===== src/rtl/rtc_cal_pkg.sv =====
package rtc_cal_pkg;
  localparam int unsigned DATA_W   = 8;
  localparam int unsigned ADDR_W   = 4;
  localparam int unsigned NUM_TIME = 8;
  localparam int unsigned IDX_W    = $clog2(NUM_TIME);

  // time byte slots
  localparam int unsigned I_SEC  = 0;
  localparam int unsigned I_MIN  = 1;
  localparam int unsigned I_HOUR = 2;
  localparam int unsigned I_WDAY = 3;
  localparam int unsigned I_MDAY = 4;
  localparam int unsigned I_MON  = 5;
  localparam int unsigned I_YEAR = 6;
  localparam int unsigned I_CENT = 7;

  // control, flag and status addresses
  localparam logic [ADDR_W-1:0] A_CTRL = 4'd8;
  localparam logic [ADDR_W-1:0] A_FLAG = 4'd9;
  localparam logic [ADDR_W-1:0] A_STAT = 4'd10;

  localparam int unsigned CTRL_FREEZE = 7;
  localparam int unsigned CTRL_BIN    = 2;
  localparam int unsigned FLAG_SUM    = 7;
  localparam int unsigned FLAG_UPD    = 4;
  localparam logic [DATA_W-1:0] STAT_VALUE = 8'h80;

  typedef logic [NUM_TIME-1:0][DATA_W-1:0] time_vec_t;

  // stored byte to binary count value
  function automatic logic [DATA_W-1:0] fmt_to_bin(logic [DATA_W-1:0] v, logic bcd);
    return bcd ? (({4'd0, v[7:4]} * 8'd10) + {4'd0, v[3:0]}) : v;
  endfunction

  // binary count value (below 100) to stored byte
  function automatic logic [DATA_W-1:0] bin_to_fmt(logic [DATA_W-1:0] b, logic bcd);
    return bcd ? (((b / 8'd10) << 4) | (b % 8'd10)) : b;
  endfunction
endpackage


===== src/rtl/rtc_rst_sync.sv =====
module rtc_rst_sync #(
  parameter int unsigned STAGES = 2
) (
  input  logic clk,
  input  logic rst_n,
  output logic rst_ns
);
  logic [STAGES-1:0] sync_q;

  always_ff @(posedge clk or negedge rst_n) begin
    if (!rst_n) sync_q <= '0;
    else        sync_q <= {sync_q[STAGES-2:0], 1'b1};
  end

  assign rst_ns = sync_q[STAGES-1];
endmodule


===== src/rtl/rtc_cal_advance.sv =====
module rtc_cal_advance
  import rtc_cal_pkg::*;
(
  input  time_vec_t cur_i,
  input  logic      bcd_i,
  output time_vec_t nxt_o
);
  logic [NUM_TIME-1:0][DATA_W-1:0] b_cur;
  logic [NUM_TIME-1:0][DATA_W-1:0] b_nxt;

  for (genvar g = 0; g < NUM_TIME; g++) begin : g_decode
    assign b_cur[g] = fmt_to_bin(cur_i[g], bcd_i);
    assign nxt_o[g] = bin_to_fmt(b_nxt[g], bcd_i);
  end

  logic             c_min, c_hour, c_day, c_mon, c_year, c_cent;
  logic [DATA_W-1:0] mlen;
  logic              leap;

  always_comb begin
    leap = (b_cur[I_YEAR][1:0] == 2'b00);
    case (b_cur[I_MON])
      8'd2:                     mlen = leap ? 8'd29 : 8'd28;
      8'd4, 8'd6, 8'd9, 8'd11:  mlen = 8'd30;
      default:                  mlen = 8'd31;
    endcase

    c_min  = (b_cur[I_SEC]  >= 8'd59);
    c_hour = c_min  && (b_cur[I_MIN]  >= 8'd59);
    c_day  = c_hour && (b_cur[I_HOUR] >= 8'd23);
    c_mon  = c_day  && (b_cur[I_MDAY] >= mlen);
    c_year = c_mon  && (b_cur[I_MON]  >= 8'd12);
    c_cent = c_year && (b_cur[I_YEAR] >= 8'd99);

    b_nxt = b_cur;
    b_nxt[I_SEC] = c_min ? 8'd0 : b_cur[I_SEC] + 8'd1;
    if (c_min)  b_nxt[I_MIN]  = c_hour ? 8'd0 : b_cur[I_MIN] + 8'd1;
    if (c_hour) b_nxt[I_HOUR] = c_day  ? 8'd0 : b_cur[I_HOUR] + 8'd1;
    if (c_day) begin
      b_nxt[I_WDAY] = (b_cur[I_WDAY] >= 8'd7 || b_cur[I_WDAY] == 8'd0) ? 8'd1
                                                                       : b_cur[I_WDAY] + 8'd1;
      b_nxt[I_MDAY] = c_mon ? 8'd1 : b_cur[I_MDAY] + 8'd1;
    end
    if (c_mon)  b_nxt[I_MON]  = c_year ? 8'd1 : b_cur[I_MON] + 8'd1;
    if (c_year) b_nxt[I_YEAR] = c_cent ? 8'd0 : b_cur[I_YEAR] + 8'd1;
    if (c_cent) b_nxt[I_CENT] = (b_cur[I_CENT] >= 8'd99) ? 8'd0 : b_cur[I_CENT] + 8'd1;
  end
endmodule


===== src/rtl/rtc_cal_flags.sv =====
module rtc_cal_flags (
  input  logic clk,
  input  logic rst_ns,
  input  logic set_i,
  input  logic clr_i,
  output logic upd_o,
  output logic irq_o
);
  logic upd_q, upd_d, irq_q, irq_d, flg_en;

  always_comb begin
    flg_en = set_i | clr_i;
    upd_d  = set_i;
    irq_d  = set_i;
  end

  always_ff @(posedge clk or negedge rst_ns) begin
    if (!rst_ns) begin
      upd_q <= 1'b0;
      irq_q <= 1'b0;
    end else if (flg_en) begin
      upd_q <= upd_d;
      irq_q <= irq_d;
    end
  end

  assign upd_o = upd_q;
  assign irq_o = irq_q;
endmodule


===== src/rtl/rtc_calendar.sv =====
module rtc_calendar
  import rtc_cal_pkg::*;
#(
  parameter logic [DATA_W-1:0] RESET_CENTURY = 8'h20
) (
  input  logic              clk,
  input  logic              rst_n,
  input  logic              tick_1s,
  input  logic              wr_en,
  input  logic [ADDR_W-1:0] wr_addr,
  input  logic [DATA_W-1:0] wr_data,
  input  logic              rd_en,
  input  logic [ADDR_W-1:0] rd_addr,
  output logic [DATA_W-1:0] rd_data,
  output logic              upd_o,
  output logic              irq_o
);
  logic        rst_ns;
  time_vec_t   time_q, time_d, time_adv;
  logic [DATA_W-1:0] ctrl_q, ctrl_d;
  logic        adv, wr_time, wr_ctrl, time_en, flag_clr;
  logic        flag_upd, flag_irq;

  rtc_rst_sync #(.STAGES(2)) u_rst (.clk(clk), .rst_n(rst_n), .rst_ns(rst_ns));

  rtc_cal_advance u_adv (
    .cur_i (time_q),
    .bcd_i (~ctrl_q[CTRL_BIN]),
    .nxt_o (time_adv)
  );

  always_comb begin
    adv      = tick_1s & ~ctrl_q[CTRL_FREEZE];
    wr_time  = wr_en & (wr_addr < ADDR_W'(NUM_TIME));
    wr_ctrl  = wr_en & (wr_addr == A_CTRL);
    time_en  = adv | wr_time;
    flag_clr = rd_en & (rd_addr == A_FLAG);
    time_d   = adv ? time_adv : time_q;
    if (wr_time) time_d[wr_addr[IDX_W-1:0]] = wr_data;
    ctrl_d   = wr_data;
  end

  always_ff @(posedge clk or negedge rst_ns) begin
    if (!rst_ns) begin
      time_q          <= '0;
      time_q[I_WDAY]  <= 8'h01;
      time_q[I_MDAY]  <= 8'h01;
      time_q[I_MON]   <= 8'h01;
      time_q[I_CENT]  <= RESET_CENTURY;
    end else if (time_en) begin
      time_q <= time_d;
    end
  end

  always_ff @(posedge clk or negedge rst_ns) begin
    if (!rst_ns)      ctrl_q <= '0;
    else if (wr_ctrl) ctrl_q <= ctrl_d;
  end

  rtc_cal_flags u_flg (
    .clk(clk), .rst_ns(rst_ns), .set_i(adv), .clr_i(flag_clr),
    .upd_o(flag_upd), .irq_o(flag_irq)
  );

  always_comb begin
    rd_data = '0;
    if (rd_addr < ADDR_W'(NUM_TIME)) rd_data = time_q[rd_addr[IDX_W-1:0]];
    else if (rd_addr == A_CTRL)      rd_data = ctrl_q;
    else if (rd_addr == A_FLAG) begin
      rd_data[FLAG_SUM] = flag_irq;
      rd_data[FLAG_UPD] = flag_upd;
    end
    else if (rd_addr == A_STAT)      rd_data = STAT_VALUE;
  end

  assign upd_o = flag_upd;
  assign irq_o = flag_irq;
endmodule


===== config.mk =====
export PLATFORM = sky130hd
export DESIGN_NAME = rtc_calendar
export DESIGN_NICKNAME = d
export VERILOG_FILES = /design/src/rtl/rtc_cal_pkg.sv /design/src/rtl/rtc_rst_sync.sv /design/src/rtl/rtc_cal_advance.sv /design/src/rtl/rtc_cal_flags.sv /design/src/rtl/rtc_calendar.sv
export SDC_FILE = /design/constraint.sdc
export NUM_CORES = 1
export LEC_CHECK = 0
export ABC_CLOCK_PERIOD_IN_PS = 5500
export BUFFER_PORTS_ARGS = -buffer_cell sky130_fd_sc_hd__buf_2
export CAP_MARGIN = 15
export CORE_MARGIN = 5
export CORE_UTILIZATION = 25
export CTS_CLUSTER_DIAMETER = 50
export DETAILED_ROUTE_END_ITERATION = 10
export GPL_TIMING_DRIVEN = 0
export PLACE_DENSITY_LB_ADDON = 0.1
export SYNTH_ARGS = -nofsm -noshare
export SYNTH_HDL_FRONTEND = slang
export SYNTH_SLANG_ARGS = --single-unit

===== constraint.sdc =====
create_clock -name clk -period 5.5 [get_ports clk]
set_clock_uncertainty 0.15 [all_clocks]
set_input_delay 0.55 -clock clk [delete_from_list [all_inputs] [get_ports clk]]
set_output_delay 0.55 -clock clk [all_outputs]
set_load 0.01 [all_outputs]

Word level (Yosys, flattened, before mapping) --
Cells that the tools add are included.
Operators by class: reductions and logical operators 10, equal/unequal tests 9, add/subtract/negate cells 16, divide/modulo/power cells 16, $mul 8, bitwise logic cells 15, muxes and demuxes 46, $lt $le $gt $ge 13
Operator list (count):
- $mux W8 | 34
- $mux W64 | 2
- $add A8 B1 Y8 const B | 8
- $add A8 B4 Y8 | 8
- $bwmux W64 | 1
- $div A8 B4 Y8 const B | 8
- $mod A8 B4 Y8 const B | 8
- $or A8 B8 Y8 | 8
- $mul A4 B3 Y7 const B | 8
- $bmux W8 S3 | 1
- $demux W8 S3 | 1
- $eq A4 B4 Y1 const B | 4
- $eq A8 B3 Y1 const B | 2
- $eq A8 B4 Y1 const B | 2
- $ge A8 B6 Y1 const B | 2
- $ge A8 B7 Y1 const B | 2
- $mux W16 | 1
- $eq A8 B2 Y1 const B | 1
- $ge A8 B3 Y1 const B | 1
- $ge A8 B4 Y1 const B | 1
- $ge A8 B5 Y1 const B | 1
- $ge A8 B8 Y1 | 1
- $logic_not A8 Y1 | 1
- $lt A3 B4 Y1 const B | 2
- 13 further kinds | 25
Word-level totals: output and inout bits 10, input bits 21, flip-flop bits (word level) 75

Logic depth before layout (Yosys ltp) --
Gate-level depths: netlist of the first run.
depth in word-level cells 18, mapped depth 33, mapped depth without buffers 28

Modules after synthesis --
Synthesis of the first run repeated with hierarchy kept, for this count alone.
Second synthesis, totals: cell total of the unflattened synthesis 1704, area, all modules 13884.6 sq um
By module, submodules not included:
- rtc_cal_advance | instances 1, area each 9252.6 sq um, cells each 1391, sequential area each 0.0 sq um
- rtc_calendar | instances 1, area each 4534.3 sq um, cells each 306, sequential area each 1806.7 sq um
- rtc_rst_sync | instances 1, area each 53.8 sq um, cells each 3, sequential area each 50.0 sq um
- rtc_cal_flags | instances 1, area each 43.8 sq um, cells each 4, sequential area each 25.0 sq um

Least setup slack after synthesis of the first run --
OpenSTA, ideal clock, no wires.
path type register to register, start register time_q[45] (netlist name), end register time_q[58] (netlist name), library setup time 0.134 ns, data arrival time 6.695 ns, data required time 5.216 ns, path slack -1.478 ns, cell stages (with the launch flop) 30, cell sequence dfrtp_1 > ha_1 > ha_1 > fa_1 > o211ai_1 > nor4_1 > nor3_1 > nor4_1 > nand2_1 > a21oi_1 > a21oi_1 > ha_1 > nand2b_1 > a21oi_1 > or3_1 > o21a_1 > a22o_1 > o41ai_1 > o41a_1 > buf_6 > nor2_1 > a211o_1 > a211o_1 > nand2_1 > buf_2 > xnor2_1 > ha_1 > a311o_1 > o22ai_1 > o22ai_1
On the way: word-level cells in the longest chain between the ends 17, elaborated cells on any way between the ends 22, those cells by class add/sub (1); mul (1); div (1); order compare (2); eq/ne (5); mux (7); bitwise (1); reduce/logical (4)
RTL lines:
- from (decl) | line rtc_calendar.sv:19 | time_vec_t time_q, time_d, time_adv;
- from (signal assigned) | line rtc_calendar.sv:51 | time_q <= time_d;
- $mul A4 B3 Y7 | line rtc_cal_pkg.sv:32 | return bcd ? (({4'd0, v[7:4]} * 8'd10) + {4'd0, v[3:0]}) : v;
- $add A8 B4 Y8 | line rtc_cal_pkg.sv:32
- $mux W8 * | line rtc_cal_pkg.sv:32
- $eq A8 B3 Y1 or $eq A8 B4 Y1 (tied branches) | line rtc_cal_advance.sv:22 | case (b_cur[I_MON])
- $reduce_or A4 Y1 | line rtc_cal_advance.sv:22
- $pmux W2 S2 | line rtc_cal_advance.sv:22
- $ge A8 B8 Y1 | line rtc_cal_advance.sv:31 | c_mon = c_day && (b_cur[I_MDAY] >= mlen);
- $logic_and A1 B1 Y1 | line rtc_cal_advance.sv:31
- $logic_and A1 B1 Y1 * | line rtc_cal_advance.sv:32 | c_year = c_mon && (b_cur[I_MON] >= 8'd12);
- $logic_and A1 B1 Y1 * | line rtc_cal_advance.sv:33 | c_cent = c_year && (b_cur[I_YEAR] >= 8'd99);
- $mux W8 * | line rtc_cal_advance.sv:46 | if (c_cent) b_nxt[I_CENT] = (b_cur[I_CENT] >= 8'd99) ? 8'd0 : b_cur[I_CENT] + 8'd1;
- $mod A8 B4 Y8 | line rtc_cal_pkg.sv:37 | return bcd ? (((b / 8'd10) << 4) | (b % 8'd10)) : b;
- $or A8 B8 Y8 | line rtc_cal_pkg.sv:37
- $mux W8 * | line rtc_cal_pkg.sv:37
- $mux W64 * | line rtc_calendar.sv:38 | time_d = adv ? time_adv : time_q;
- $bwmux W64 | line rtc_calendar.sv:39 | if (wr_time) time_d[wr_addr[IDX_W-1:0]] = wr_data;
- $mux W64 * | line rtc_calendar.sv:39
Mark *: on every way between the ends. The rest lies on a longest branch, timed or not. A chain may end at the register's enable or synchronous reset.

Final worst setup path of the first run --
start register time_q[45] (netlist name), end register time_q[59] (netlist name)
The elaborated chain is that of the path after synthesis.

==> results of run 1 <==
==> routing by layer <==
layer	vias to the layer above	routed length [um]	track usage	share of wire
met3	126	4160	0.0198	0.056
met5	-	0	0	0
met2	644	33400	0.363	0.45
met1	8666	34400	0.330	0.46
met4	0	2590	0.0605	0.035
li1	7945	-	-	-
==> metrics by stage <==
step / setup TNS (ns) / hold WS [ns] / util
after floorplan: -13.86 / 0.104 / -
after CTS: -31.96 / 0.152 / 0.311
after detailed placement: -132.14 / 0.146 / 0.278
after global routing: -33.16 / 0.176 / 0.352
final: -26.39 / 0.138 / 0.352
after global placement: -135.02 / 0.182 / 0.277
==> worst max-delay path: cells and delay by family (launching register included) <==
family,cells,cell delay (ns)
simple gates,9,1.72
compound gates,8,1.40
mux,2,0.23
flops,1,0.45
fa+ha+maj,5,1.45
buf+inv,6,0.87
xor+xnor,2,0.31
==> cells in the mapped netlist (36+ instances only) <==
cell | instances | area share
nor3_1 | 82 | 0.029
a21oi_1 | 145 | 0.052
nand2_1 | 199 | 0.053
dfrtp_1 | 71 | 0.13
xnor2_1 | 36 | 0.022
clkbuf_1 | 73 | 0.019
nor2_1 | 178 | 0.047
a31oi_1 | 42 | 0.019
nand3_1 | 73 | 0.026
ha_1 | 85 | 0.076
o21ai_0 | 124 | 0.044
o211ai_1 | 38 | 0.020
inv_1 | 37 | 0.0099
==> worst min-delay path by stage <==
stage	from	end	slack, ns	cells after the start
after CTS	u_rst.sync_q[1]	time_q[17]	0.15	0
final	u_rst.sync_q[1]	time_q[17]	0.14	0
after global routing	u_rst.sync_q[1]	time_q[17]	0.18	0
after detailed placement	u_rst.sync_q[1]	time_q[17]	0.15	0
after global placement	u_rst.sync_q[0]	u_rst.sync_q[1]	0.18	0
after floorplan	rst_n	u_rst.sync_q[0]	0.10	0
==> area by class of cell <==
cell class | count | area [um^2]
Fill cell | 5884 | 36300
Timing Repair Buffer | 233 | 1940
Clock buffer | 10 | 239
Clock inverter | 6 | 71.3
Multi-Input combinational cell | 1685 | 13500
Buffer | 122 | 956
Tap cell | 756 | 946
Sequential cell | 75 | 1900
Inverter | 38 | 143
==> timing repair <==
item	4_1_cts	5_1_grt
hold buffers	1	0
setup endpoints to repair	64	52
hold endpoints to repair	2	0
setup buffers	80	129
resized for setup	219	303
pin swaps	75	136
cloned	0	2
==> registers in the layout (all words and copies together), names as in the netlist <==
name,cells
time_q,64
ctrl_q,8
u_rst.sync_q,2
u_flg.irq_o,1
==> kinds of logic (layout without fill, tap and decap cells) <==
kind of cell / count (synthesis) / after routing / share of synthesized area
DFF: 75 / 75 / 0.134
muxes: 80 / 80 / 0.0742
buffers and inverters: 169 / 409 / 0.0543
AOI/OAI and AO/OA: 687 / 687 / 0.336
other: 1 / 1 / 0.000267
and+or+nand+nor: 763 / 763 / 0.269
xor gates and xnor gates: 46 / 46 / 0.0286
adders and majority gates: 108 / 108 / 0.103
==> out/results.ini, run 1 <==
[outcome]
status = finished, violations left
violations = setup timing

[floorplan]
core_um2 = 56100
fp-row-count = 87
chipHeight_um = 247
die_area_um2 = 61100
num_io_pins = 31
die_w_um = 247
initial_core_util = 0.251

[timing]
finalHoldViolCount = 0
period_share = 1.22
setup_viol = 34
min_period_ns = 6.71
final_max_slew_viol_count = 0
worst_pin_slew_ns = 1.28
relSlewSlack = 0.145
setup_ws_ns = -1.21
rsz0062_at_grt = true
fmaxAchievable_ghz = 0.149

[synthesis]
avgSynthCellArea_um2 = 7.29
synth_seq_cells = 75
synth_edf_count = 0
yosysSeqAreaShare = 0.134
synth_cell_types = 112
synth_warnings = 0
netlist_area_um2 = 14100
synth_cells = 1929
synth_ff_type = dfrtp_1
async_reset_ff_frac = 1.00
synth.net_count = 2051

[route]
wl_per_cell_um = 25.5
ant_nets = 0
viasPerCell = 5.94
drt-initial-drc-count = 1531
first_pass_iters = 6
vias = 17381
drc = 0
wirelength_um = 74500

[final_layout]
final_area_um2 = 19700
antenna_cells = 0
final_common_cell = buf_4
final_cells = 2925
area_delta_synth_final_pct = 40.2
drive_above_1_share = 0.336
final_cell_mix = 188 x buf_4, 180 x nand2_1, 151 x nor2_1
nets = 2286

[cts]
clkSinkCount = 75
clk_path_buf_depth = 2
path_clk_slew_ns = 0.08
cts_tree = built
clk_latency_ns = 0.36
root_buffer = clkbuf_16
cts_max_level = 3
cts_buffers = 9

[grt]
antenna_found_initial = 3
globalRouteTotalUtil = 0.228
first_global_vias = 15740
grt_overflow_total = 0
grt_max_degree = 46
grt_first_pass_wirelength_um = 106000

[setup_path]
start_kind = flip-flop
cp_max_fo = 4
worstReg2RegStart = time_q[45]
cp-endpoint = time_q[59]
critical_path_class = reg -> reg
r2r-end = time_q[59]
slowest_stage = fa_2
cp-end-kind = flip-flop
r2r_cells = 32
cp.required_ns = 5.56
startpoint = time_q[45]
cp_slowest_stage_delay_ns = 0.58
reg2reg_slack_ns = -1.21
worst_ep_arrival_time_ns = 6.77

[flow_run]
drv_cap = 0

[worst_hold_path]
hp-class = reg -> async

[placement]
port_buffers = 20
dp_hpwl_um = 53300
place_ws_ns = -2.99
dp.cells = 2711
place_congestion = 0.898
placed_area_um2 = 15600

Power of run 1 is left out: the tool's default activity adds up to more than one toggle a clock period on the data nets, which glitch-free logic cannot reach.
==> inputs of run 2 (changes only) <==
--- a/config.mk
+++ b/config.mk
@@ -8,7 +8,7 @@
 export ABC_CLOCK_PERIOD_IN_PS = 5500
 export BUFFER_PORTS_ARGS = -buffer_cell sky130_fd_sc_hd__buf_2
 export CAP_MARGIN = 15
-export CORE_MARGIN = 5
+export CORE_MARGIN = 2
 export CORE_UTILIZATION = 25
 export CTS_CLUSTER_DIAMETER = 50
 export DETAILED_ROUTE_END_ITERATION = 10
==> run 2 against run 1 <==
  * The flow still finishes with violations (setup timing)
  * Worst setup slack lost 0.017 ns
  * Maximum frequency shrank 0.26%
  * Sequential share of layout area shrank 0.17 points
  * Largest cell class unchanged
  * Register-to-register slack lost 0.02 ns
  * Utilization grew 1.1 points
==> out/results.ini, run 2 (synthesis results as in run 1) <==
[grt]
globalRouteTotalUtil = 0.248
grt_max_degree = 53
grt_first_pass_wirelength_um = 108000
grt_overflow_total = 0
antenna_found_initial = 0
first_global_vias = 16339

[setup_path]
cp-end-kind = flip-flop
critical_path_class = reg -> reg
cp_slowest_stage_delay_ns = 0.56
start_kind = flip-flop
worstReg2RegStart = time_q[45]
cp-endpoint = time_q[58]
cp_max_fo = 7
reg2reg_slack_ns = -1.23
r2r-end = time_q[58]
r2r_cells = 31
worst_ep_arrival_time_ns = 6.81
startpoint = time_q[45]
slowest_stage = fa_2
cp.required_ns = 5.58

[floorplan]
core_um2 = 55400
chipHeight_um = 241
initial_core_util = 0.254
num_io_pins = 31
fp-row-count = 86
die_w_um = 241
die_area_um2 = 58200

[final_layout]
drive_above_1_share = 0.338
fin_util = 0.363
largest_register_ffs = 64
final_cell_mix = 192 x buf_4, 181 x nand2_1, 154 x nor2_1
area_delta_synth_final_pct = 42.8
top_register = time_q
final_cells = 2939
nets = 2307
final_common_cell = buf_4
largestRegisters = time_q x64, ctrl_q x8, u_rst.sync_q x2

[cts]
path_clk_slew_ns = 0.07
cts_max_level = 3
clk_path_buf_depth = 2
cts_tree = built
clkSinkCount = 75
cts_buffers = 9
clk_latency_ns = 0.36
root_buffer = clkbuf_16

[placement]
dp.cells = 2701
dp_hpwl_um = 53100
port_buffers = 20
place_ws_ns = -3.10
place_congestion = 0.900

[timing]
setup_ws_ns = -1.23
rsz0062_at_grt = true
worst_pin_slew_ns = 1.26
min_period_ns = 6.73
setup_viol = 34
fin_hold_ws_ns = 0.0964
relSlewSlack = 0.160
final_max_slew_viol_count = 0
fmaxAchievable_ghz = 0.149
period_share = 1.22
finalHoldViolCount = 0

[route]
ant_nets = 0
drt-initial-drc-count = 1675
wl_per_cell_um = 25.3
viasPerCell = 5.94
vias = 17453
first_pass_iters = 5
wirelength_um = 74400
drc = 0

[worst_hold_path]
hp-class = reg -> async

[flow_run]
drv_cap = 0

[outcome]
status = finished, violations left
violations = setup timing

[run 2: per-layer routing]
metal  share of wire  wire length [um]  GRT usage
met2            0.45             33700      0.401
met3           0.065              4870     0.0312
met1            0.46             34000      0.353
met4           0.024              1810     0.0539
met5               0                 0          0
[run 2: stage by stage]
stage                     TNS, ns  cell area [um^2]
after floorplan            -13.86             14500
final                      -27.26             20100
after detailed placement  -136.48             15600
after global placement    -135.53             15500
after CTS                  -27.60             18700
after global routing       -35.48             20100
[run 2: area by class of cell]
cell class              count  area (um^2)
clock buffers              11          253
fillers                  5748        35300
flip-flops and latches     75         1910
plain buffers             119          905
multi-input cells        1685        13700
clock inverters             5         60.1
diodes                      1         2.50
well taps                 748          936
inverters                  38          143
repair buffers            257         2190
[run 2: what timing repair did]
action                                  in CTS  in global routing
resized for setup                          365                184
pin swaps                                  149                142
buffers inserted                           154                 82
endpoints found under the setup margin      64                 51
hold buffers                                 1                  0
endpoints found under the hold margin        2                  0
[run 2: worst max-delay path, delay by kind of cell (launching register included)]
kind,cells,cell delay (ns)
AO/OA/AOI/OAI,11,1.93
adder cells (fa/ha/maj),5,1.51
AND/OR/NAND/NOR,8,1.47
buffers and inverters,4,0.69
flip-flops,1,0.44
XOR/XNOR,2,0.26
multiplexers,1,0.14
[run 2: worst min-delay path by stage]
stage,cells past startpoint,endpoint,from,slack (ns)
2_1_floorplan,0,u_rst.sync_q[0],rst_n,0.10
3_3_place_gp,0,u_rst.sync_q[1],u_rst.sync_q[0],0.18
3_5_place_dp,0,time_q[17],u_rst.sync_q[1],0.11
4_1_cts,0,time_q[17],u_rst.sync_q[1],0.11
5_1_grt,0,time_q[16],u_rst.sync_q[1],0.13
6_report,0,time_q[16],u_rst.sync_q[1],0.1
Power of run 2 is left out for the same reason.
